`config.mk`:
```
export PLATFORM = sky130hd
export DESIGN_NAME = sdram_openrow_ctrl
export DESIGN_NICKNAME = d
export VERILOG_FILES = /design/src/rtl/sdc_pkg.sv /design/src/rtl/sdc_row_tracker.sv /design/src/rtl/sdc_bank_rp_timer.sv /design/src/rtl/sdc_refresh_timer.sv /design/src/rtl/sdram_openrow_ctrl.sv
export SDC_FILE = /design/constraint.sdc
export NUM_CORES = 1
export LEC_CHECK = 0
export BUFFER_PORTS_ARGS = -buffer_cell sky130_fd_sc_hd__buf_2
export CORE_UTILIZATION = 52
export DETAILED_ROUTE_END_ITERATION = 6
export PLACE_DENSITY_LB_ADDON = 0.15
export SYNTH_ARGS = -nofsm -noshare
export SYNTH_HDL_FRONTEND = slang
export SYNTH_HIERARCHICAL = 1
export SYNTH_SLANG_ARGS = --single-unit
```
`constraint.sdc`:
```
create_clock -name clk -period 2.3 [get_ports clk]
set_clock_uncertainty 0.15 [all_clocks]
set_input_delay 0.345 -clock clk [delete_from_list [all_inputs] [get_ports clk]]
set_output_delay 0.345 -clock clk [all_outputs]
set_load 0.05 [all_outputs]
```
`src/rtl/sdc_pkg.sv`:
```
package sdc_pkg;

    typedef enum logic [2:0] {
        CMD_NOP = 3'd0,
        CMD_ACT = 3'd1,
        CMD_RD  = 3'd2,
        CMD_WR  = 3'd3,
        CMD_PRE = 3'd4,
        CMD_REF = 3'd5
    } sdc_cmd_e;

    typedef enum logic [1:0] {
        CLS_HIT,
        CLS_EMPTY,
        CLS_BANK_MISS,
        CLS_ROW_MISS
    } sdc_cls_e;

    typedef enum logic [2:0] {
        ST_IDLE,
        ST_PRE,
        ST_ACT,
        ST_PRE_OLD,
        ST_RCD,
        ST_REF,
        ST_RFC
    } sdc_state_e;

    // Sort a request against the parked bank/row.
    function automatic sdc_cls_e classify(input logic vld, input logic bank_eq,
                                          input logic row_eq);
        if (!vld)          return CLS_EMPTY;
        else if (!bank_eq) return CLS_BANK_MISS;
        else if (!row_eq)  return CLS_ROW_MISS;
        return CLS_HIT;
    endfunction

endpackage

```
`src/rtl/sdc_row_tracker.sv`:
```
module sdc_row_tracker
    import sdc_pkg::*;
#(
    parameter int BANK_W = 2,
    parameter int ROW_W  = 12
) (
    input  logic              clk,
    input  logic              rst,
    input  logic              set_en,
    input  logic [BANK_W-1:0] set_bank,
    input  logic [ROW_W-1:0]  set_row,
    input  logic              close_en,
    input  logic [BANK_W-1:0] req_bank,
    input  logic [ROW_W-1:0]  req_row,
    output logic              open_valid,
    output logic [BANK_W-1:0] open_bank,
    output logic [ROW_W-1:0]  open_row,
    output logic [BANK_W-1:0] prev_bank,
    output sdc_cls_e          cls
);

    always_ff @(posedge clk) begin
        if (rst) begin
            open_valid <= 1'b0;
            open_bank  <= '0;
            open_row   <= '0;
            prev_bank  <= '0;
        end else if (set_en) begin
            open_valid <= 1'b1;
            prev_bank  <= open_bank;
            open_bank  <= set_bank;
            open_row   <= set_row;
        end else if (close_en) begin
            open_valid <= 1'b0;
        end
    end

    assign cls = classify(open_valid, req_bank == open_bank, req_row == open_row);


    set_loads_chk: assert property (@(posedge clk) disable iff (rst)
        set_en |=> (open_valid && open_bank == $past(set_bank) && open_row == $past(set_row)));


    close_clears_chk: assert property (@(posedge clk) disable iff (rst)
        (close_en && !set_en) |=> !open_valid);

endmodule

```
`src/rtl/sdc_bank_rp_timer.sv`:
```
module sdc_bank_rp_timer #(
    parameter int BANK_W = 2,
    parameter int T_RP   = 3
) (
    input  logic                     clk,
    input  logic                     rst,
    input  logic                     pre_en,
    input  logic [BANK_W-1:0]        pre_bank,
    output logic [(1<<BANK_W)-1:0]   busy
);

    localparam int NB = 1 << BANK_W;
    localparam int CW = $clog2(T_RP + 1);

    for (genvar g = 0; g < NB; g++) begin : g_bank
        logic [CW-1:0] left;
        always_ff @(posedge clk) begin
            if (rst)
                left <= '0;
            else if (pre_en && pre_bank == BANK_W'(g))
                left <= CW'(T_RP - 1);
            else if (left != '0)
                left <= left - 1'b1;
        end
        assign busy[g] = (left != '0);
    end

endmodule

```
`src/rtl/sdc_refresh_timer.sv`:
```
module sdc_refresh_timer #(
    parameter int REF_PERIOD = 1950,
    parameter int MARGIN     = 40
) (
    input  logic clk,
    input  logic rst,
    input  logic ref_done,
    output logic pend
);

    localparam int CW  = $clog2(REF_PERIOD + 1);
    localparam int LIM = REF_PERIOD - MARGIN;

    logic [CW-1:0] cnt;

    always_ff @(posedge clk) begin
        if (rst || ref_done)
            cnt <= '0;
        else if (cnt != CW'(REF_PERIOD))
            cnt <= cnt + 1'b1;
    end

    assign pend = (cnt >= CW'(LIM));


    ref_overdue_chk: assert property (@(posedge clk) disable iff (rst)
        cnt != CW'(REF_PERIOD));

endmodule

```
`src/rtl/sdram_openrow_ctrl.sv`:
```
module sdram_openrow_ctrl
    import sdc_pkg::*;
#(
    parameter int BANK_W     = 2,
    parameter int ROW_W      = 12,
    parameter int COL_W      = 8,
    parameter int T_RP       = 3,
    parameter int T_RCD      = 3,
    parameter int T_RFC      = 8,
    parameter int REF_PERIOD = 1950,
    localparam int ADDR_W    = (ROW_W > COL_W) ? ROW_W : COL_W
) (
    input  logic              clk,
    input  logic              rst,
    input  logic              req_valid,
    output logic              req_ready,
    input  logic              req_write,
    input  logic [BANK_W-1:0] req_bank,
    input  logic [ROW_W-1:0]  req_row,
    input  logic [COL_W-1:0]  req_col,
    output logic [2:0]        cmd,
    output logic [BANK_W-1:0] cmd_bank,
    output logic [ADDR_W-1:0] cmd_addr
);

    localparam int NB      = 1 << BANK_W;
    localparam int RCD_EFF = (T_RCD < 2) ? 2 : T_RCD;
    localparam int WMAX    = (RCD_EFF > T_RFC) ? RCD_EFF : T_RFC;
    localparam int WCW     = $clog2(WMAX + 1);
    localparam int MARGIN  = 3 * T_RP + 2 * RCD_EFF + T_RFC + 8;

    typedef struct packed {
        logic [BANK_W-1:0] bank;
        logic [ROW_W-1:0]  row;
        logic [COL_W-1:0]  col;
        logic              wr;
        sdc_cls_e          cls;
    } req_t;

    sdc_state_e        state, state_n;
    req_t              cur;
    logic              for_ref;
    logic [WCW-1:0]    wcnt;
    logic [NB-1:0]     rp_busy;
    logic              ref_pend;
    sdc_cls_e          in_cls;
    logic              open_valid;
    logic [BANK_W-1:0] open_bank, prev_bank;
    logic [ROW_W-1:0]  open_row;
    sdc_cmd_e          cmd_e;
    logic              act_go, pre_go, ref_go, accept, close_en;

    assign req_ready = (state == ST_IDLE) && !ref_pend;
    assign accept    = req_valid && req_ready;
    assign close_en  = (pre_go && state == ST_PRE) || ref_go;

    sdc_row_tracker #(.BANK_W(BANK_W), .ROW_W(ROW_W)) u_track (
        .clk(clk), .rst(rst),
        .set_en(act_go), .set_bank(cur.bank), .set_row(cur.row),
        .close_en(close_en),
        .req_bank(req_bank), .req_row(req_row),
        .open_valid(open_valid), .open_bank(open_bank), .open_row(open_row),
        .prev_bank(prev_bank), .cls(in_cls)
    );

    sdc_bank_rp_timer #(.BANK_W(BANK_W), .T_RP(T_RP)) u_rp (
        .clk(clk), .rst(rst), .pre_en(pre_go), .pre_bank(cmd_bank), .busy(rp_busy)
    );

    sdc_refresh_timer #(.REF_PERIOD(REF_PERIOD), .MARGIN(MARGIN)) u_ref (
        .clk(clk), .rst(rst), .ref_done(ref_go), .pend(ref_pend)
    );

    always_comb begin
        state_n  = state;
        cmd_e    = CMD_NOP;
        cmd_bank = '0;
        cmd_addr = '0;
        act_go   = 1'b0;
        pre_go   = 1'b0;
        ref_go   = 1'b0;
        unique case (state)
            ST_IDLE: begin
                if (ref_pend)
                    state_n = open_valid ? ST_PRE : ST_REF;
                else if (req_valid) begin
                    unique case (in_cls)
                        CLS_HIT:      state_n = ST_RCD;
                        CLS_ROW_MISS: state_n = ST_PRE;
                        default:      state_n = ST_ACT;
                    endcase
                end
            end
            ST_PRE: begin
                cmd_e    = CMD_PRE;
                cmd_bank = open_bank;
                pre_go   = 1'b1;
                state_n  = for_ref ? ST_REF : ST_ACT;
            end
            ST_ACT: begin
                if (!rp_busy[cur.bank]) begin
                    cmd_e    = CMD_ACT;
                    cmd_bank = cur.bank;
                    cmd_addr = ADDR_W'(cur.row);
                    act_go   = 1'b1;
                    state_n  = (cur.cls == CLS_BANK_MISS) ? ST_PRE_OLD : ST_RCD;
                end
            end
            ST_PRE_OLD: begin
                cmd_e    = CMD_PRE;
                cmd_bank = prev_bank;
                pre_go   = 1'b1;
                state_n  = ST_RCD;
            end
            ST_RCD: begin
                if (wcnt == '0) begin
                    cmd_e    = cur.wr ? CMD_WR : CMD_RD;
                    cmd_bank = cur.bank;
                    cmd_addr = ADDR_W'(cur.col);
                    state_n  = ST_IDLE;
                end
            end
            ST_REF: begin
                if (rp_busy == '0) begin
                    cmd_e   = CMD_REF;
                    ref_go  = 1'b1;
                    state_n = ST_RFC;
                end
            end
            ST_RFC: begin
                if (wcnt == '0) state_n = ST_IDLE;
            end
            default: state_n = ST_IDLE;
        endcase
    end

    assign cmd = cmd_e;

    always_ff @(posedge clk) begin
        if (rst) begin
            state   <= ST_IDLE;
            cur     <= '0;
            for_ref <= 1'b0;
            wcnt    <= '0;
        end else begin
            state <= state_n;
            if (accept) begin
                cur     <= '{bank: req_bank, row: req_row, col: req_col,
                             wr: req_write, cls: in_cls};
                for_ref <= 1'b0;
                wcnt    <= '0;
            end else if (state == ST_IDLE && ref_pend) begin
                for_ref <= 1'b1;
            end else if (act_go) begin
                wcnt <= WCW'(RCD_EFF - 1);
            end else if (ref_go) begin
                wcnt <= WCW'(T_RFC - 1);
            end else if (wcnt != '0) begin
                wcnt <= wcnt - 1'b1;
            end
        end
    end


    idle_quiet_chk: assert property (@(posedge clk) disable iff (rst)
        req_ready |-> cmd == 3'd0);


    bank_miss_pair_chk: assert property (@(posedge clk) disable iff (rst)
        (cmd_e == CMD_ACT && cur.cls == CLS_BANK_MISS)
            |=> (cmd_e == CMD_PRE && cmd_bank != $past(cmd_bank)));


    col_open_chk: assert property (@(posedge clk) disable iff (rst)
        (cmd_e == CMD_RD || cmd_e == CMD_WR)
            |-> (open_valid && open_bank == cmd_bank && open_row == cur.row));


    ref_closed_chk: assert property (@(posedge clk) disable iff (rst)
        (cmd_e == CMD_REF) |-> (!open_valid && rp_busy == '0));


    act_spacing_chk: assert property (@(posedge clk) disable iff (rst)
        (cmd_e == CMD_PRE) |=> !(cmd_e == CMD_ACT && cmd_bank == $past(cmd_bank) && T_RP > 1));

endmodule

```
Yosys cells after proc, flatten, opt, wreduce, memory -nomap -nowiden:

Index checks and enable logic that the tools add are counted.

* add/subtract/negate cells: 6
* order comparisons: 2
* equality and inequality tests: 18
* mux-type cells: 48
* bitwise gates (word level): 1
* reductions and logical operators: 36

Operators by type and width (count)
* $mux 2: 15
* $mux 3: 9
* $pmux 12 s2: 1
* $pmux 3 s6: 1
* $reduce_bool 2->1: 9
* $reduce_or 2->1: 7
* $mux 1: 13
* $eq 12x12->1: 1
* $mux 12: 1
* $mux 4: 3
* $pmux 3 s4: 1
* $add 11x1->11 const B: 1
* $ge 11x11->1 const B: 1
* $ne 11x11->1 const B: 1
* $eq 3x3->1 const B: 3
* $eq 2x2->1 const B: 4
* $logic_and 1x1->1: 8
* $logic_not 4->1: 2
* $mux 8: 1
* $pmux 2 s4: 1
* $sub 2x1->2 const B: 4
* $eq 3x2->1 const B: 2
* $pmux 3 s2: 1
* $logic_not 2->1: 2
* other kinds (17): 19

* bits in registers: 69
* input port bits: 26
* output and inout bits: 18
* logic and storage cells: 132

Longest topological paths before layout:

Gate-level depths: netlist of the first run.

* depth in word-level cells: 10
* mapped depth: 10
* mapped depth without buffers: 9

Hierarchy:

The synthesis of the first run kept the hierarchy.

By module, submodules not included
* sdram_openrow_ctrl: instances 1, cells an instance 220, area an instance 1700.4 um^2, seq. area each 660.6 um^2
* sdc_row_tracker: instances 1, cells an instance 78, area an instance 775.7 um^2, seq. area each 340.3 um^2
* sdc_refresh_timer: instances 1, cells an instance 70, area an instance 600.6 um^2, seq. area each 220.2 um^2
* sdc_bank_rp_timer: instances 1, cells an instance 32, area an instance 316.6 um^2, seq. area each 160.2 um^2

Least setup slack after synthesis of the first run:

OpenSTA, ideal clock, no wires.

* path kind: flip-flop to flip-flop
* start point: reg u_rp.g_bank[1].left[1]
* end point: reg u_rp.g_bank[3].left[0]
* setup time: 0.116 ns
* arrival time: 2.842 ns
* required time: 2.034 ns
* path slack: -0.807 ns
* stages on the path, launching flop included: 9
* buffers on the path: 1
* clock period less this slack: 3.107 ns
* cells stage by stage: dfxtp_1 -> or2_2 -> mux4_1 -> nor2_1 -> buf_2 -> o21ai_0 -> o21ai_0 -> nand3_1 -> and3_1

* cells in the longest elaborated chain, start to end: 8

Ends and longest elaborated chain
* from (decl): RTL line sdc_bank_rp_timer.sv:16 `logic [CW-1:0] left;`
* from (signal assigned): RTL line sdc_bank_rp_timer.sv:21 `left <= CW'(T_RP - 1);`
* from (signal assigned): RTL line sdc_bank_rp_timer.sv:23 `left <= left - 1'b1;`
* $reduce_bool 2->1: RTL line sdc_bank_rp_timer.sv:25 `assign busy[g] = (left != '0);`
* net rp_busy[1]: RTL line sdram_openrow_ctrl.sv:44 `logic [NB-1:0] rp_busy;`
* $bmux 1 s2: RTL line sdram_openrow_ctrl.sv:101 `if (!rp_busy[cur.bank]) begin`
* $mux 1 (implied by the code): RTL line sdram_openrow_ctrl.sv:101
* $mux 2: RTL line sdram_openrow_ctrl.sv:101
* $pmux 2 s4: RTL line sdram_openrow_ctrl.sv:82 `unique case (state)`
* net cmd_bank[1]: RTL line sdram_openrow_ctrl.sv:22 `output logic [BANK_W-1:0] cmd_bank,`
* $eq 2x2->1: RTL line sdc_bank_rp_timer.sv:20 `else if (pre_en && pre_bank == BANK_W'(g))`
* $logic_and 1x1->1: RTL line sdc_bank_rp_timer.sv:20
* $reduce_or 2->1 (no source line)
* to (signal assigned): RTL line sdc_bank_rp_timer.sv:21
* to (signal assigned): RTL line sdc_bank_rp_timer.sv:23
* to (decl): RTL line sdc_bank_rp_timer.sv:16

The timed path passes the listed nets, and every way through them passes these cells. The select of a mux whose other input is x is not followed.
A chain may end at the register's enable or synchronous reset.

Final worst setup path of the first run:

* start point: reg wcnt[0]
* end point: out cmd_bank[1]

* cells in the longest elaborated chain, start to end: 3

Ends and longest elaborated chain
* from (decl): RTL line sdram_openrow_ctrl.sv:43 `logic [WCW-1:0] wcnt;`
* from (signal assigned): RTL line sdram_openrow_ctrl.sv:155 `wcnt <= WCW'(RCD_EFF - 1);`
* from (signal assigned): RTL line sdram_openrow_ctrl.sv:157 `wcnt <= WCW'(T_RFC - 1);`
* from (signal assigned): RTL line sdram_openrow_ctrl.sv:159 `wcnt <= wcnt - 1'b1;`
* $logic_not 4->1: RTL line sdram_openrow_ctrl.sv:116 `if (wcnt == '0) begin`
* $mux 2: RTL line sdram_openrow_ctrl.sv:116
* $pmux 2 s4: RTL line sdram_openrow_ctrl.sv:82
* to (decl): RTL line sdram_openrow_ctrl.sv:22

Every way passes these cells.

==> results of run 1 <==
## timing repair
action | 4_1_cts | 5_1_grt
gates cloned | 0 | 2
buffers inserted | 8 | 8
resized for setup | 73 | 16
pin swaps | 7 | 9
hold buffers | 0 | 0
setup endpoints to repair | 27 | 47
## final cells by class
cell class | count | area, um2
Multi-Input combinational cell | 293 | 2060
Clock buffer | 9 | 124
Inverter | 13 | 48.8
Timing Repair Buffer | 103 | 957
Clock inverter | 7 | 51.3
Tap cell | 77 | 96.3
Fill cell | 470 | 1580
Sequential cell | 69 | 1390
## stage by stage
stage	setup WS, ns	power (W)	std cells
finish	-0.342	0.00511	571
global route	-0.390	0.00541	571
CTS	-0.305	0.00488	561
detailed placement	-0.0649	0.00367	537
global placement	-0.0409	0.00362	537
floorplan	-0.218	0.00310	400
## per-layer routing
metal,vias to the layer above,global-route usage,routed length (um)
met1,1472,0.343,3880
met2,92,0.476,4520
li1,1590,-,-
met4,0,0.117,131
met5,-,0,0
met3,13,0.0448,415
## Yosys cell counts, types with 2 or more instances
master    instances  share of area
a311oi_1          2         0.0052
nand2b_1          4         0.0074
ha_1              5          0.018
a22o_1            9          0.023
o21ai_0          15          0.022
a31oi_1           5         0.0092
a21oi_1          44          0.065
or3_2             2         0.0044
o31ai_1           4         0.0088
dfxtp_1          69           0.41
xnor2_1          14          0.036
nand3_1          10          0.015
buf_2             9          0.013
buf_6             4          0.013
mux2i_1          19          0.056
clkbuf_2          2         0.0029
inv_1            13          0.014
nor3_1            5         0.0074
and2_1            6          0.011
nor2_1           28          0.031
nand4_1           3         0.0055
clkbuf_1         10          0.011
nor4_1            2         0.0037
or2_2             5         0.0092
nand2_1          66          0.073
o22ai_1           3         0.0055
or4_1             3         0.0066
and3_1            4         0.0074
a21o_1            3         0.0066
nand3b_1          4         0.0088
## registers in the layout (all words and copies together), names as in the netlist, 2 cells and up
register / flops
wcnt: 4
u_ref/cnt: 11
state: 3
u_track/prev_bank: 2
cur: 25
u_track/open_row: 12
u_rp/g_bank.left: 8
u_track/open_bank: 2
## path summary, 6_finish.rpt
path                           from           to  slack, ns  cells after the start
max                         wcnt[0]  cmd_bank[1]      -0.34                      8
min                      req_col[7]      cur[10]       0.07                      3
max reg2reg  u_rp/g_bank[3].left[1]     state[1]      -0.20                      9
min reg2reg                  cur[1]       cur[1]       0.31                      2
## worst min-delay path: stages
cell	delay (ns)
buf_2	0.09
nand2_1	0.04
a21oi_1	0.05
## report_power, final
part           internal (W)  switching, W
Sequential          0.00138      0.000148
Clock              0.000394      0.000497
Combinational       0.00129       0.00140
Total               0.00307       0.00204
## placed cells by master, fill, tap and decap left out, drive strengths merged, types with 5 or more instances in the layout
master / count
nor3: 6
nor2: 28
nand2: 66
a31oi: 5
nand3: 10
a21oi: 44
and3: 5
a22o: 9
inv: 14
clkbuf: 11
xnor2: 14
and2: 6
ha: 5
buf: 101
o21ai: 15
dfxtp: 69
mux2i: 19
or2: 5
## logic make-up after synthesis
group | after synthesis
flip-flops | 69
buffers and inverters | 38
AND/OR/NAND/NOR | 158
multiplexers | 20
XOR/XNOR | 14
AO/OA/AOI/OAI | 96
adder cells (fa/ha/maj) | 5
==> summary.md, run 1 <==
| Metric | Value |
|---|---|
| Fin area | ~4700 um2 |
| Diode count | 0 |
| Ports | 44 |
| Main combinational cell family by area after synthesis | simple AND/OR/NAND/NOR gates |
| Post-Synth Simple-Gate Area | 0.242 |
| Net Count, Synth | approximately 430 |
| Synth Flop Type | dfxtp_1 |
| Clk slew on worst S/H paths | around 0.08 ns |
| DRC | 0 |
| Startpoint types | flip-flop |
| Fraction of layout cells with a size suffix above 1 | 0.366 |
| RSZ-0062 raised after global routing | true |
| Sequential share of the synthesized area | 0.407 |
| CTS Root Cell | clkbuf_8 |
| Via Count | 3167 |
| Post-Synth Adder-Cell Area | 0.0184 |
| Initial antenna violation count | 0 |
| Worst-margin pin slew | 0.473 ns |
| HP Class | in2reg |
| Slowest stage cell, crit path | or3b_4 |
| Core footprint | between 6000 and 7000 um2 |
| CP bufs+invs | 3 |
| Final Cycle Share | 1.15 |
| Ys async rst share | 0 |
| Fin. max-slew vios | 0 |
| Compound-Gate Fraction of Synth Area | 0.178 |
| Fin crit period | ~2.6 ns |
| Final Hold Fails | 0 |
| Die area | between 6000 and 7000 um2 |
| CP endpoint kind | primary output |
| Sum of negative setup slack | -6.36 ns |
| Initial Utilization | 0.537 |
| PortBufs | 43 |
| Worst hold margin | 0.0712 ns |
| 1st-pass router iterations | 4 |
| Routed Antenna Nets | 0 |
| Clock sinks | 69 |
| Mux contribution to synthesized area | 0.0638 |
| Cell count after synthesis | 400 |
| DRT iter0 DRCs | 240 |
| CTS H-tree lvls | 3 |
| CTS Buf Count | 9 |
| Failing checks | negative setup slack |
| # rows | 29 |
| Setup-failing EPs final | 28 |
| Detailed Place HPWL | around 5.7 mm |
| Library cells used by synthesis | 58 |
| CTS tree | built |
| Vias in the first global route | approximately 3100 |
| Outcome | finished, violations left |
| Final Util | 0.750 |
| Largest net degree at the start of global routing | 36 |
| Dpl cell area | ~4100 um2 |
| Most Frequent Cell on Critical Path | o21ai_4 |
| CP peak stage delay | around 0.40 ns |
| Max-slew headroom | 0.685 |
| GP Congestion | about 0.8 |
| Remaining Overflow, GRT | 0 |
| Fmax | 378 MHz |
| Routed WL | ~8.9 mm |
| # nets final | between 500 and 600 |
| WL/cell | approximately 16 um |
| Avg Inst Size Synth | approximately 8.5 um2 |
| Area growth syn-to-layout | 39.5% |
| PD cells | between 1000 and 1500 nW/um2 |
| Number of synthesized register bits | 69 |
| Post-Synth XOR/XNOR Area | 0.0361 |
| Post-synth EDFFs | 0 |
| Setup CP Type | reg2out |
| Crit path cell chain | inv_2 -> ha_4 -> or3b_4 -> nor3b_4 -> buf_12 -> o21ai_4 -> o21ai_4 -> buf_8 |
| CTS Buffer Depth | 2 |
| Setup WS post-layout | -0.342 ns |
| Yosys Warn Count | 6 |
| CP required | around 1.8 ns |
| Die Wd | between 80 and 90 um |
| Leak pwr | approximately 1.9 nW |
| Vert. Die Dim | roughly 83 um |
| Maximum net fanout on the critical path | 6 |
| Mapped cell area | 3390 um2 |
| Arr. time, crit path | between 2 and 2.5 ns |
| Peak VDD IR | 0.758 mV |
| First-pass GRT wire length | 14.3 mm |
| Worst skew pair latency | about 0.36 ns |
| Max-cap violations | 0 |
| Critical path's top delay family | simple AND/OR/NAND/NOR gates |
| Via/cell ratio | about 5.5 |
| GRT Overall Usage | 0.278 |
No activity file was read; power rests on OpenSTA's default activity.
==> run 2: changes to the inputs <==
==> constraint.sdc (replaced) <==
create_clock -name clk -period 2.3 [get_ports clk]
set_clock_uncertainty 0.15 [all_clocks]
set_input_delay 0.345 -clock clk [delete_from_list [all_inputs] [get_ports clk]]
set_output_delay 0.345 -clock clk [all_outputs]
set_load 0.01 [all_outputs]
==> summary.md, run 2 (synthesis gave the netlist of run 1 again) <==
| Metric | Value |
|---|---|
| Logic pwr share | 0.491 |
| Commonest non-fill, non-tap cell in the layout | nand2_1 |
| DRC | 0 |
| Final Cycle Share | 1.13 |
| Clock power share | 0.204 |
| Internal | 0.00319 W |
| FF-to-FF End | state[1] |
| Fin crit period | 2.61 ns |
| Largest net degree at the start of global routing | 36 |
| GP Congestion | approximately 0.9 |
| Part of the power in registers | 0.305 |
| Reg2reg start | u_rp/g_bank[3].left[0] |
| HP Class | in2reg |
| Largest Register | cur |
| Outcome | finished, violations left |
| Critical path launch point | u_rp/g_bank[3].left[0] |
| Fmax | around 380 MHz |
| First-pass GRT wire length | around 13 mm |
| CTS Buf Count | 9 |
| 1st-pass router iterations | 7 |
| Switch Pwr | around 0.0018 W |
| PortBufs | 43 |
| Fraction of layout cells with a size suffix above 1 | 0.363 |
| Max-cap violations | 0 |
| Arr. time, crit path | 2.11 ns |
| Clock sinks | ~70 |
| Die area | around 7000 um2 |
| CTS Buffer Depth | 2 |
| R2R cell count | 8 |
| Failing checks | negative setup slack |
| Final Hold Fails | 0 |
| PD cells | roughly 1100 nW/um2 |
| Setup-failing EPs final | 25 |
| CTS tree | built |
| Remaining Overflow, GRT | 0 |
| CP required | around 1.8 ns |
| Setup CP Type | reg2out |
| WL/cell | around 17 um |
| Maximum net fanout on the critical path | 5 |
| Via/cell ratio | 5.76 |
| Flop2flop setup slack | -0.18 ns |
| Clk slew on worst S/H paths | around 0.080 ns |
| Commonest non-fill, non-tap cells in the layout | nand2_1, dfxtp_1, a21oi_1 |
| Final Util | 0.737 |
| Worst-margin pin slew | roughly 0.71 ns |
| CTS Root Cell | clkbuf_8 |
| Startpoint types | flip-flop |
| Diode count | 0 |
| Routed Antenna Nets | 0 |
| Routed WL | 9.54 mm |
| Vias in the first global route | 2859 |
| CTS H-tree lvls | 3 |
| # rows | 29 |
| Via Count | 3283 |
| GRT Overall Usage | 0.261 |
| Critical Path Sink | cmd_addr[2] |
| Initial antenna violation count | 0 |
| Initial Utilization | 0.537 |
| Die Wd | 82.8 um |
| Setup WS post-layout | -0.306 ns |
| Vert. Die Dim | 82.8 um |
| Net Sw Frac | 0.364 |
| Detailed Place HPWL | ~5.6 mm |
| Core footprint | roughly 6300 um2 |
| Pwr Total | between 0.005 and 0.006 W |
| Peak VDD IR | approximately 0.82 mV |
| DRT iter0 DRCs | between 150 and 200 |
| Leak pwr | around 1.9 nW |
| Fin. max-slew vios | 0 |
| CTS Hold Bufs | 0 |
| Max reg flops | 25 |
| RSZ-0062 raised after global routing | true |
| Area growth syn-to-layout | 37.1% |
| Max-slew headroom | 0.524 |
| Worst skew pair latency | approximately 0.36 ns |
| Ports | between 40 and 50 |
| CP endpoint kind | primary output |
| Largest registers | cur x25, u_track/open_row x12, u_ref/cnt x11 |
| # nets final | slightly above 500 |
-- run 2: cell count changes in the layout (fill, tap and decap cells not counted), moves of 7 or more --
cell    change
buf_4       -7
buf_2      +15
buf_8      -12
a22o_1      +8
a22o_4      -8
-- run 2: critical path: stages (launching register included) --
cell,delay (ns)
dfxtp_2,0.32
or2_4,0.25
mux4_2,0.52
nor2_4,0.15
buf_12,0.13
buf_8,0.10
a22o_1,0.14
buf_2,0.13
-- run 2: area by class of cell --
cell class                 count  area (um2)
multi-input combinational    293        2020
fill                         461        1660
sequential                    69        1400
timing repair buffer         102         881
clock buffer                  11         141
tap                           77        96.3
clock inverter                 5        60.1
inverter                      13        48.8
-- run 2: timing repair --
action,CTS,global route
pin swaps,13,21
endpoints found under the setup margin,45,67
gates cloned,2,3
buffers inserted,17,6
hold endpoints to repair,0,0
resized for setup,35,43
-- run 2: how the worst min path moves through the flow --
| stage | cells past startpoint | slack (ns) | startpoint | endpoint |
|---|---|---|---|---|
| 6_report | 3 | 0.07 | req_col[1] | cur[4] |
| 3_3_place_gp | 2 | 0.29 | cur[9] | cur[9] |
| 2_1_floorplan | 1 | 0.27 | u_rp/g_bank[0].left[0] | u_rp/g_bank[0].left[0] |
| 3_5_place_dp | 2 | 0.29 | cur[0] | cur[0] |
| 4_1_cts | 3 | 0.06 | req_col[1] | cur[4] |
| 5_1_grt | 3 | 0.06 | req_col[4] | cur[7] |
-- run 2: per-stage QoR --
step           cell area [um2]  cells  worst slack, ns  hold slack (ns)  TNS, ns
4_1_cts                   4400    564           -0.336           0.0574    -5.03
5_1_grt                   4650    570           -0.375           0.0575    -7.35
6_report                  4650    570           -0.306           0.0677    -4.94
2_1_floorplan             3420    400           0.0351            0.274        0
3_5_place_dp              3890    529          -0.0976            0.293   -0.129
3_3_place_gp              3890    529          -0.0299            0.292  -0.0299
-- run 2: layer usage --
layer | vias up | wire, um | GRT usage
met1 | 1580 | 4020 | 0.310
met5 | - | 0 | 0
li1 | 1589 | - | -
met2 | 97 | 4890 | 0.448
met3 | 17 | 467 | 0.0710
met4 | 0 | 163 | 0.0948
-- run 2: power by group through the flow --
| stage | clock network, W | registers (W) | logic [W] |
|---|---|---|---|
| floorplan | 0 | 0.00152 | 0.00116 |
| global placement | 0 | 0.00153 | 0.00166 |
| detailed placement | 0 | 0.00154 | 0.00167 |
| CTS | 0.00103 | 0.00152 | 0.00211 |
| global route | 0.00110 | 0.00156 | 0.00262 |
| finish | 0.00102 | 0.00153 | 0.00246 |
==> run 3: changes to the inputs <==
--- a/config.mk
+++ b/config.mk
@@ -5,8 +5,9 @@
 export SDC_FILE = /design/constraint.sdc
 export NUM_CORES = 1
 export LEC_CHECK = 0
+export ABC_AREA = 1
 export BUFFER_PORTS_ARGS = -buffer_cell sky130_fd_sc_hd__buf_2
-export CORE_UTILIZATION = 52
+export CORE_UTILIZATION = 53
 export DETAILED_ROUTE_END_ITERATION = 6
 export PLACE_DENSITY_LB_ADDON = 0.15
 export SYNTH_ARGS = -nofsm -noshare
==> summary.md, run 3 <==
| Metric | Value |
|---|---|
| CP required | about 1.8 ns |
| Synth Flop Type | dfxtp_1 |
| Die Wd | approximately 85 um |
| PD cells | around 1100 nW/um2 |
| Hold path depth | 2 |
| HP Class | in2reg |
| Via/cell ratio | 5.11 |
| # rows | 30 |
| Die area | roughly 7300 um2 |
| # nets final | about 630 |
| GP Congestion | between 0.8 and 0.9 |
| Setup WS post-layout | a little over 0.08 ns |
| Setup-failing EPs final | 0 |
| First-pass GRT wire length | ~15 mm |
| Sequential share of the synthesized area | 0.374 |
| Routed WL | 8.71 mm |
| Fillers | between 600 and 700 |
| Vias in the first global route | 3314 |
| Hold_sp | rst |
| Critical path launch point | u_rp/g_bank[3].left[1] |
| CTS Hold Bufs | 0 |
| DRC | 0 |
| Final Cycle Share | 0.964 |
| CTS Root Cell | clkbuf_8 |
| CTS Buffer Depth | 2 |
| Yosys Warn Count | 6 |
| Share of the synthesized area in the top cell type | 0.374 |
| Max-slew headroom | 0.743 |
| Arr. time, crit path | about 1.7 ns |
| CTS H-tree lvls | 3 |
| Fmax | around 450 MHz |
| Clock sinks | around 70 |
| Detailed Place HPWL | 6.14 mm |
| Worst skew pair latency | 0.34 ns |
| Area of the multi-input gates | ~1900 um2 |
| Largest registers | cur x25, u_track/open_row x12, u_ref/cnt x11 |
| Largest area contributor in the synthesized netlist | dfxtp_1 |
| Top post-synthesis cells by area | dfxtp_1, nand2_1, inv_1 |
| CP endpoint kind | primary output |
| GRT Overall Usage | 0.251 |
| Startpoint types | flip-flop |
| Remaining Overflow, GRT | 0 |
| CTS tree | built |
| Setup CP Type | reg2out |
| Via Count | about 3500 |
| Fin area | ~4400 um2 |
| Reg area | around 1400 um2 |
| Fraction of layout cells with a size suffix above 1 | 0.253 |
| Max-cap violations | 0 |
| Vert. Die Dim | about 85 um |
| Post-synth EDFFs | 0 |
| Diode count | 0 |
| Clk slew on worst S/H paths | roughly 0.07 ns |
| Place WS | around 0.23 ns |
| R2R cell count | 13 |
| Fin crit period | between 2 and 2.5 ns |
| Ports | 44 |
| Cell count after synthesis | 532 |
| WL/cell | 12.8 um |
| 1st-pass router iterations | 4 |
| Largest Register | cur |
| Dpl cell area | 3970 um2 |
| CTS Buf Count | 9 |
| Largest net degree at the start of global routing | 27 |
| Final Hold Fails | 0 |
| Leak pwr | roughly 2.0 nW |
| Most common cell in the synthesized netlist | nand2_1 |
| Fin. max-slew vios | 0 |
| Max reg flops | 25 |
| Peak VDD IR | between 0.6 and 0.7 mV |
| Initial Utilization | 0.546 |
| Initial antenna violation count | 0 |
| Worst-margin pin slew | 0.384 ns |
| Library cells used by synthesis | 33 |
| Ys async rst share | 0 |
| DRT iter0 DRCs | 161 |
| Routed Antenna Nets | 0 |
| Synth top cells by count | nand2_1, inv_1, dfxtp_1, nor2_1, a21oi_1 |
| Core footprint | 6760 um2 |
| Net Count, Synth | roughly 560 |
| Number of synthesized register bits | 69 |
| Commonest non-fill, non-tap cells in the layout | nand2_1, inv_1, dfxtp_1 |
| Maximum net fanout on the critical path | 8 |
| Mapped cell area | 3690 um2 |
| Avg Inst Size Synth | between 6 and 7 um2 |
| Outcome | finished, final reports clean |
| Area growth syn-to-layout | 19.5% |
| PortBufs | 43 |
| Commonest non-fill, non-tap cell in the layout | nand2_1 |
| Reg2reg start | u_ref/cnt[0] |
-- run 3: where the power goes --
part | leakage, nW | internal [W] | switching [W] | total [W]
clock | 0.116 | 0.000721 | 0.000478 | 0.00120
combinational | 1.32 | 0.000782 | 0.00119 | 0.00197
sequential | 0.568 | 0.00146 | 0.000187 | 0.00165
-- run 3: worst max-delay path: stages, from the launching register on --
cell	delay (ns)
dfxtp_2	0.32
or2_2	0.30
nand2_1	0.08
nand3_2	0.07
nand2_2	0.08
nand2_4	0.10
buf_8	0.17
o22ai_2	0.09
buf_2	0.15
-- run 3: cell type report --
type,instances,share of cell area
clock buffer,10,0.0290
clock inverter,6,0.0253
timing repair buffer,66,0.0979
multi-input combinational,360,0.432
tap,80,0.0227
sequential,69,0.315
inverter,89,0.0781
-- run 3: kinds of logic after synthesis --
| family | share of synthesized area |
|---|---|
| AND/OR/NAND/NOR | 0.297 |
| buffers and inverters | 0.131 |
| AO/OA/AOI/OAI | 0.165 |
| flip-flops | 0.374 |
| XOR/XNOR | 0.0166 |
| adder cells (fa/ha/maj) | 0.0170 |
-- run 3: metal layers --
metal  up-vias  track usage  wire (um)
met1      1567        0.321       3990
li1       1814            -          -
met5         -            0          0
met2        78        0.419       4200
met4         0        0.115        174
met3        18       0.0370        348
-- run 3: path summary, 6_finish.rpt --
| check | end | slack (ns) |
|---|---|---|
| worst min register to register | cur[10] | 0.30 |
| worst max-delay path | cmd_addr[0] | 0.08 |
| worst max register to register | state[2] | 0.26 |
| worst min-delay path | state[1] | 0.11 |
-- run 3: timing repair --
action	4_1_cts	5_1_grt
buffers inserted	7	6
pin swaps	5	5
endpoints found under the setup margin	12	17
gates resized for setup	9	29
-- run 3: per-stage QoR --
stage / instances / total power, W / setup TNS (ns) / hold WS [ns] / utilization
floorplan: 532 / 0.00300 / 0 / 0.264 / -
global placement: 651 / 0.00330 / 0 / 0.284 / 0.587
detailed placement: 651 / 0.00336 / 0 / 0.289 / 0.587
CTS: 674 / 0.00468 / 0 / 0.0920 / 0.633
global route: 680 / 0.00514 / -0.0255 / 0.100 / 0.652
finish: 680 / 0.00481 / 0 / 0.108 / 0.652
